## src/rtl/zfd_pkg.sv

```systemverilog
`timescale 1ns/1ps
package zfd_pkg;
  localparam int unsigned ZFD_WORD_W = 16;
  localparam int unsigned ZFD_CNT_W  = 16;

  // length in bits of a code, given its leading flag
  function automatic int unsigned zfd_code_bits(input logic flag, input int unsigned word_w);
    return flag ? word_w + 1 : 1;
  endfunction
endpackage

```

## src/rtl/zfd_bitbuf.sv

```systemverilog
`timescale 1ns/1ps
module zfd_bitbuf #(
  parameter int unsigned WORD_W = 16,
  parameter int unsigned FILL_W = 6
) (
  input  logic                      clk,
  input  logic                      rst_n,
  input  logic                      flush,
  input  logic                      push,
  input  logic [WORD_W-1:0]         push_word,
  input  logic                      pop,
  input  logic [FILL_W-1:0]         pop_len,
  output logic [2*WORD_W-1:0]       bits,
  output logic [FILL_W-1:0]         fill
);
  localparam int unsigned BUF_W = 2 * WORD_W;

  logic [BUF_W-1:0]  bits_q;
  logic [FILL_W-1:0] fill_q;
  logic [BUF_W-1:0]  placed;

  // new word lands just below the bits already held
  assign placed = {push_word, {WORD_W{1'b0}}} >> fill_q;

  always_ff @(posedge clk) begin
    if (!rst_n || flush) begin
      bits_q <= '0;
      fill_q <= '0;
    end else if (push) begin
      bits_q <= bits_q | placed;
      fill_q <= fill_q + FILL_W'(WORD_W);
    end else if (pop) begin
      bits_q <= bits_q << pop_len;
      fill_q <= fill_q - pop_len;
    end
  end

  assign bits = bits_q;
  assign fill = fill_q;
endmodule

```

## src/rtl/zfd_parser.sv

```systemverilog
`timescale 1ns/1ps
module zfd_parser
  import zfd_pkg::*;
#(
  parameter int unsigned WORD_W = 16,
  parameter int unsigned FILL_W = 6
) (
  input  logic [WORD_W:0]     head,
  input  logic [FILL_W-1:0]   fill,
  output logic                flag,
  output logic [FILL_W-1:0]   code_len,
  output logic                avail,
  output logic [WORD_W-1:0]   word
);
  assign flag     = head[WORD_W];
  assign code_len = FILL_W'(zfd_code_bits(flag, WORD_W));
  assign avail    = (fill != '0) && (fill >= code_len);
  assign word     = flag ? head[WORD_W-1:0] : '0;
endmodule

```

## src/rtl/zfd_outreg.sv

```systemverilog
`timescale 1ns/1ps
module zfd_outreg #(
  parameter int unsigned WORD_W = 16
) (
  input  logic              clk,
  input  logic              rst_n,
  input  logic              load,
  input  logic [WORD_W-1:0] load_word,
  input  logic              take,
  output logic              valid,
  output logic [WORD_W-1:0] data
);
  always_ff @(posedge clk) begin
    if (!rst_n) begin
      valid <= 1'b0;
      data  <= '0;
    end else if (load) begin
      valid <= 1'b1;
      data  <= load_word;
    end else if (take) begin
      valid <= 1'b0;
    end
  end
endmodule

```

## src/rtl/zword_expander.sv

```systemverilog
`timescale 1ns/1ps
module zword_expander
  import zfd_pkg::*;
#(
  parameter int unsigned WORD_W = ZFD_WORD_W,
  parameter int unsigned CNT_W  = ZFD_CNT_W
) (
  input  logic              clk,
  input  logic              rst_n,
  input  logic              start,
  input  logic [CNT_W-1:0]  word_count,
  output logic              busy,
  output logic              done,
  input  logic              in_valid,
  output logic              in_ready,
  input  logic [WORD_W-1:0] in_data,
  output logic              out_valid,
  input  logic              out_ready,
  output logic [WORD_W-1:0] out_data
);
  localparam int unsigned BUF_W  = 2 * WORD_W;
  localparam int unsigned FILL_W = $clog2(BUF_W + 1);

  logic [BUF_W-1:0]  buf_bits;
  logic [FILL_W-1:0] fill;
  logic              dec_flag;
  logic [FILL_W-1:0] dec_len;
  logic              code_avail;
  logic [WORD_W-1:0] dec_word;

  logic [CNT_W-1:0]  left_dec, left_out;
  logic              busy_q, done_q;

  // named events
  logic start_ok, push, dec_fire, out_fire, last_take;

  assign start_ok  = start && !busy_q;
  assign dec_fire  = busy_q && (left_dec != '0) && code_avail && (!out_valid || out_ready);
  assign out_fire  = out_valid && out_ready;
  assign last_take = out_fire && (left_out == CNT_W'(1));
  assign in_ready  = busy_q && (left_dec != '0) && !code_avail;
  assign push      = in_valid && in_ready;

  zfd_bitbuf #(.WORD_W(WORD_W), .FILL_W(FILL_W)) u_buf (
    .clk(clk), .rst_n(rst_n), .flush(start_ok),
    .push(push), .push_word(in_data),
    .pop(dec_fire), .pop_len(dec_len),
    .bits(buf_bits), .fill(fill)
  );

  zfd_parser #(.WORD_W(WORD_W), .FILL_W(FILL_W)) u_parse (
    .head(buf_bits[BUF_W-1 -: WORD_W+1]), .fill(fill),
    .flag(dec_flag), .code_len(dec_len), .avail(code_avail), .word(dec_word)
  );

  zfd_outreg #(.WORD_W(WORD_W)) u_out (
    .clk(clk), .rst_n(rst_n), .load(dec_fire), .load_word(dec_word),
    .take(out_ready), .valid(out_valid), .data(out_data)
  );

  always_ff @(posedge clk) begin
    if (!rst_n) begin
      busy_q   <= 1'b0;
      done_q   <= 1'b0;
      left_dec <= '0;
      left_out <= '0;
    end else begin
      done_q <= 1'b0;
      if (start_ok) begin
        busy_q   <= (word_count != '0);
        done_q   <= (word_count == '0);
        left_dec <= word_count;
        left_out <= word_count;
      end else begin
        if (dec_fire) left_dec <= left_dec - CNT_W'(1);
        if (out_fire) left_out <= left_out - CNT_W'(1);
        if (last_take) begin
          busy_q <= 1'b0;
          done_q <= 1'b1;
        end
      end
    end
  end

  assign busy = busy_q;
  assign done = done_q;
endmodule

```

## config.mk

```make
export PLATFORM = sky130hd
export DESIGN_NAME = zword_expander
export DESIGN_NICKNAME = d
export VERILOG_FILES = /design/src/rtl/zfd_pkg.sv /design/src/rtl/zfd_bitbuf.sv /design/src/rtl/zfd_parser.sv /design/src/rtl/zfd_outreg.sv /design/src/rtl/zword_expander.sv
export SDC_FILE = /design/constraint.sdc
export NUM_CORES = 1
export LEC_CHECK = 0
export BUFFER_PORTS_ARGS = -buffer_cell sky130_fd_sc_hd__clkbuf_2
export CORE_MARGIN = 2
export CORE_UTILIZATION = 35
export CTS_CLUSTER_DIAMETER = 150
export DETAILED_ROUTE_END_ITERATION = 16
export HOLD_SLACK_MARGIN = 0.1
export SYNTH_ARGS = -nofsm -noshare
export SYNTH_HDL_FRONTEND = slang
export SYNTH_SLANG_ARGS = --single-unit
```

## constraint.sdc

```tcl
create_clock -name clk -period 5.6 [get_ports clk]
set_input_delay 0.84 -clock clk [delete_from_list [all_inputs] [get_ports clk]]
set_output_delay 0.84 -clock clk [all_outputs]
set_load 0.03 [all_outputs]
```

==> report_table.html <==
<table>
<tr><th>Metric</th><th>Value</th></tr>
<tr><th colspan="2">Route</th></tr>
<tr><td># DRC</td><td>0</td></tr>
<tr><td>Sum of routed wire length over all layers</td><td>15.46 mm</td></tr>
<tr><td>Remaining number of nets flagged by the antenna check after routing</td><td>0</td></tr>
<tr><td>Via/cell ratio</td><td>5.798</td></tr>
<tr><td>Detailed-route via count</td><td>5137</td></tr>
<tr><td>WL/cell</td><td>17.44 microns</td></tr>
<tr><td>Drt first-iter violations</td><td>428</td></tr>
<tr><td>Number of iterations in the first detailed-routing pass</td><td>5</td></tr>
<tr><th colspan="2">Logic synthesis</th></tr>
<tr><td>Number of enable-type register cells in the synthesized netlist</td><td>0</td></tr>
<tr><td>Post-Syn Nets</td><td>709</td></tr>
<tr><td>Post-Synthesis Cells</td><td>664</td></tr>
<tr><td>Area share of the largest cell type after synthesis</td><td>32.92%</td></tr>
<tr><td>Most frequently used flop master after synthesis</td><td>sky130_fd_sc_hd__dfxtp_1</td></tr>
<tr><td>Share of async-settable or async-resettable flops after synthesis</td><td>0%</td></tr>
<tr><td>Total standard cell area after synthesis</td><td>0.005413 sq mm</td></tr>
<tr><td>Leading cell types by total area after synthesis</td><td>sky130_fd_sc_hd__dfxtp_1, sky130_fd_sc_hd__nand2_1, sky130_fd_sc_hd__a21oi_1</td></tr>
<tr><td>Yosys warning total</td><td>0</td></tr>
<tr><td>Library cell occupying the most area in the post-synthesis netlist</td><td>sky130_fd_sc_hd__dfxtp_1</td></tr>
<tr><td>Distinct cell type count after synthesis</td><td>69</td></tr>
<tr><td>Sequential fraction of the synthesis area</td><td>32.92%</td></tr>
<tr><td>Syn avg cell area</td><td>8.152 sq um</td></tr>
<tr><td>Flip-flop and latch count after synthesis</td><td>89</td></tr>
<tr><th colspan="2">STA</th></tr>
<tr><td>Worst clock skew on the final layout</td><td>0.009216 ns</td></tr>
<tr><td>Final setup TNS</td><td>0 ns</td></tr>
<tr><td>Final setup slack of the worst path</td><td>1.942 ns</td></tr>
<tr><td>Max-slew violation count</td><td>0</td></tr>
<tr><td>Fin crit share</td><td>65.32%</td></tr>
<tr><td>Final count of negative-setup-slack endpoints</td><td>0</td></tr>
<tr><td>Final Hold Fails</td><td>0</td></tr>
<tr><td>Maximum clock frequency</td><td>273.4 MHz</td></tr>
<tr><td>Setup repair after global routing missed its margin</td><td>false</td></tr>
<tr><td>Actual transition at the worst max-transition pin</td><td>0.9402 ns</td></tr>
<tr><td>Final hold slack</td><td>0.4502 ns</td></tr>
<tr><td>Final worst path period need</td><td>3.658 ns</td></tr>
<tr><td>Worst rel slew slack</td><td>36.83%</td></tr>
<tr><th colspan="2">CTS</th></tr>
<tr><td>Number of buffers inserted to repair setup after CTS</td><td>0</td></tr>
<tr><td>TritonCTS clock tree</td><td>yes</td></tr>
<tr><td>Cts repair resizes</td><td>0</td></tr>
<tr><td>Maximum level of the CTS H-tree</td><td>3</td></tr>
<tr><td>Clock transition at the registers of the reported paths</td><td>0.06 ns</td></tr>
<tr><td>Later-pin clock latency in the skew report</td><td>0.34 ns</td></tr>
<tr><td>Quantity of hold-fixing buffers added after cts</td><td>0</td></tr>
<tr><td>Number of buffers on the longest clock path</td><td>2</td></tr>
<tr><td>Total CTS buffers</td><td>9</td></tr>
<tr><td>Buffer cell driving the clock tree root</td><td>sky130_fd_sc_hd__clkbuf_16</td></tr>
<tr><td>Clk sinks</td><td>89</td></tr>
<tr><th colspan="2">Final layout</th></tr>
<tr><td>Relative area change from synthesis to final layout</td><td>11.93%</td></tr>
<tr><td>Nets</td><td>738</td></tr>
<tr><td>Antenna cell count</td><td>0</td></tr>
<tr><td>Share of final-layout standard cells stronger than drive strength 1</td><td>18.48%</td></tr>
<tr><td>Final standard cell count with taps included and fillers excluded</td><td>886</td></tr>
<tr><th colspan="2">Run status</th></tr>
<tr><td>Run status</td><td>finished, final reports clean</td></tr>
<tr><th colspan="2">Pwr</th></tr>
<tr><td>Power per cell area</td><td>238.4 mW/mm^2</td></tr>
<tr><td>Leakage</td><td>2.188 nW</td></tr>
<tr><td>Worst-case vdd ir drop</td><td>0.1157 mV</td></tr>
<tr><td>Power after layout</td><td>1.444 mW</td></tr>
<tr><th colspan="2">Placed design</th></tr>
<tr><td>DP Wirelength</td><td>11.13 mm</td></tr>
<tr><td>Count of placed standard cells including taps</td><td>870</td></tr>
<tr><td>Port-buffer cells</td><td>56</td></tr>
<tr><td>Setup slack after placement</td><td>2.026 ns</td></tr>
<tr><td>Gpl congestion</td><td>0.9525</td></tr>
<tr><th colspan="2">Setup path</th></tr>
<tr><td>Critical path data required time</td><td>4.76 ns</td></tr>
<tr><td>Top fanout value on the critical path</td><td>15</td></tr>
<tr><td>Crit Path Category</td><td>register to output pin</td></tr>
<tr><td>Worst Path Arrival</td><td>2.82 ns</td></tr>
<tr><td>Sort of element at the start of the critical path</td><td>register</td></tr>
<tr><td>Critical Path Sink Type</td><td>output pin</td></tr>
<tr><th colspan="2">Global route</th></tr>
<tr><td>Maximum number of pins on one net before global-route repair</td><td>42</td></tr>
<tr><td>Via count of the first global-routing pass</td><td>4844</td></tr>
<tr><td>Global-route wire length before repair</td><td>25.36 mm</td></tr>
<tr><td>Antenna violations before repair</td><td>0</td></tr>
<tr><td>Gr usage total</td><td>19.14%</td></tr>
<tr><td>Remaining global-route overflow</td><td>0</td></tr>
<tr><th colspan="2">Floorplanning</th></tr>
<tr><td>Overall die height</td><td>128.4 microns</td></tr>
<tr><td>Ports placed on the boundary</td><td>57</td></tr>
<tr><td>Starting utilization of the core area</td><td>35.74%</td></tr>
<tr><td>Standard-cell rows</td><td>45</td></tr>
<tr><td>Placeable Area</td><td>0.01515 sq mm</td></tr>
<tr><td>Overall die width</td><td>128.4 microns</td></tr>
<tr><td>Overall die area</td><td>0.01648 sq mm</td></tr>
<tr><th colspan="2">Hold path</th></tr>
<tr><td>Hold Crit Class</td><td>register to register</td></tr>
<tr><th colspan="2">Job</th></tr>
<tr><td>Number of violations of the max-capacitance limit</td><td>0</td></tr>
</table>
## power breakdown
part | internal, mW | leakage (nW) | switching, mW
Clock | 0.304 | 0.132 | 0.264
Combinational | 0.0759 | 1.33 | 0.124
Sequential | 0.654 | 0.724 | 0.0216
## cell usage in the layout (no fill, tap or decap), types with 10 or more instances in the layout
cell type	Yosys	final
sky130_fd_sc_hd__nor3_1	22	22
sky130_fd_sc_hd__nand2_1	111	111
sky130_fd_sc_hd__clkbuf_2	0	56
sky130_fd_sc_hd__mux4_2	11	11
sky130_fd_sc_hd__o21ai_0	10	10
sky130_fd_sc_hd__xnor2_1	10	10
sky130_fd_sc_hd__inv_1	13	13
sky130_fd_sc_hd__mux2i_1	19	19
sky130_fd_sc_hd__mux2_2	22	22
sky130_fd_sc_hd__nor2_1	35	35
sky130_fd_sc_hd__a211oi_1	17	17
sky130_fd_sc_hd__a21oi_1	67	67
sky130_fd_sc_hd__a31oi_1	25	25
sky130_fd_sc_hd__nand3_1	30	30
sky130_fd_sc_hd__dfxtp_1	89	89
## cells by family (layout without fill, tap and decap cells)
logic type / after synthesis / in the layout / synth area share (%)
xor gates and xnor gates: 19 / 19 / 3.074
adders and majority gates: 8 / 8 / 1.849
DFF: 89 / 89 / 32.92
buffers and inverters: 62 / 96 / 5.155
AOI/OAI and AO/OA: 187 / 187 / 23.05
and+or+nand+nor: 247 / 247 / 21.29
muxes: 52 / 52 / 12.67
## cell usage after synthesis (9+ instances only)
cell                       count
sky130_fd_sc_hd__nand2_1     111
sky130_fd_sc_hd__dfxtp_1      89
sky130_fd_sc_hd__a21oi_1      67
sky130_fd_sc_hd__nor2_1       35
sky130_fd_sc_hd__nand3_1      30
sky130_fd_sc_hd__clkbuf_1     27
sky130_fd_sc_hd__a31oi_1      25
sky130_fd_sc_hd__mux2_2       22
sky130_fd_sc_hd__nor3_1       22
sky130_fd_sc_hd__mux2i_1      19
sky130_fd_sc_hd__a211oi_1     17
sky130_fd_sc_hd__inv_1        13
sky130_fd_sc_hd__mux4_2       11
sky130_fd_sc_hd__o21ai_0      10
sky130_fd_sc_hd__xnor2_1      10
sky130_fd_sc_hd__nor4_1        9
sky130_fd_sc_hd__xor2_1        9
## per-stage QoR
stage	util (%)	cell area, sq um
3_5_place_dp	38.15	5778
2_1_floorplan	-	5413
5_1_grt	40.00	6058
3_3_place_gp	38.15	5778
6_report	40.00	6058
4_1_cts	40.00	6058
## final timing paths
check	slack, ns	startpoint	cells after the start	to
setup / recovery	1.94	left_dec[0]	7	in_ready
hold / removal	0.45	u_out.data[15]	2	u_out.data[15]
setup reg to reg	1.95	u_buf.fill[0]	8	left_dec[13]
hold reg to reg	0.45	u_out.data[15]	2	u_out.data[15]
## routing by layer
metal | track usage, % | up-vias | wire length (microns)
met4 | 5.495 | 0 | 254
met1 | 27.32 | 2469 | 7430
met5 | 0 | - | 0
li1 | - | 2508 | -
met2 | 29.91 | 142 | 7016
met3 | 3.119 | 18 | 755
## critical path, cell delays in order (launching register included)
cell and delay [ns]:
sky130_fd_sc_hd__dfxtp_1 0.33, sky130_fd_sc_hd__inv_1 0.08, sky130_fd_sc_hd__ha_1 0.19, sky130_fd_sc_hd__or3b_2 0.49, sky130_fd_sc_hd__or3_4 0.38, sky130_fd_sc_hd__o31ai_4 0.65, sky130_fd_sc_hd__nor2_2 0.13, sky130_fd_sc_hd__clkbuf_2 0.24
## final cells by class
class                      instances  area (sq um)
timing repair buffer              65         347.8
sequential                        89          1782
clock buffer                       9         225.2
clock inverter                     7         55.05
tap                              188         235.2
inverter                          15         56.30
fill                            1537          9087
multi-input combinational        513          3357
## state kept, by name, indices dropped and copies added, names as in the netlist
signal and flops:
u_buf.bits 32, u_out.data 16, u_out.valid 1, left_dec 16, left_out 16, busy 1, u_buf.fill 6, done 1
No activity file was read; power rests on OpenSTA's default activity.
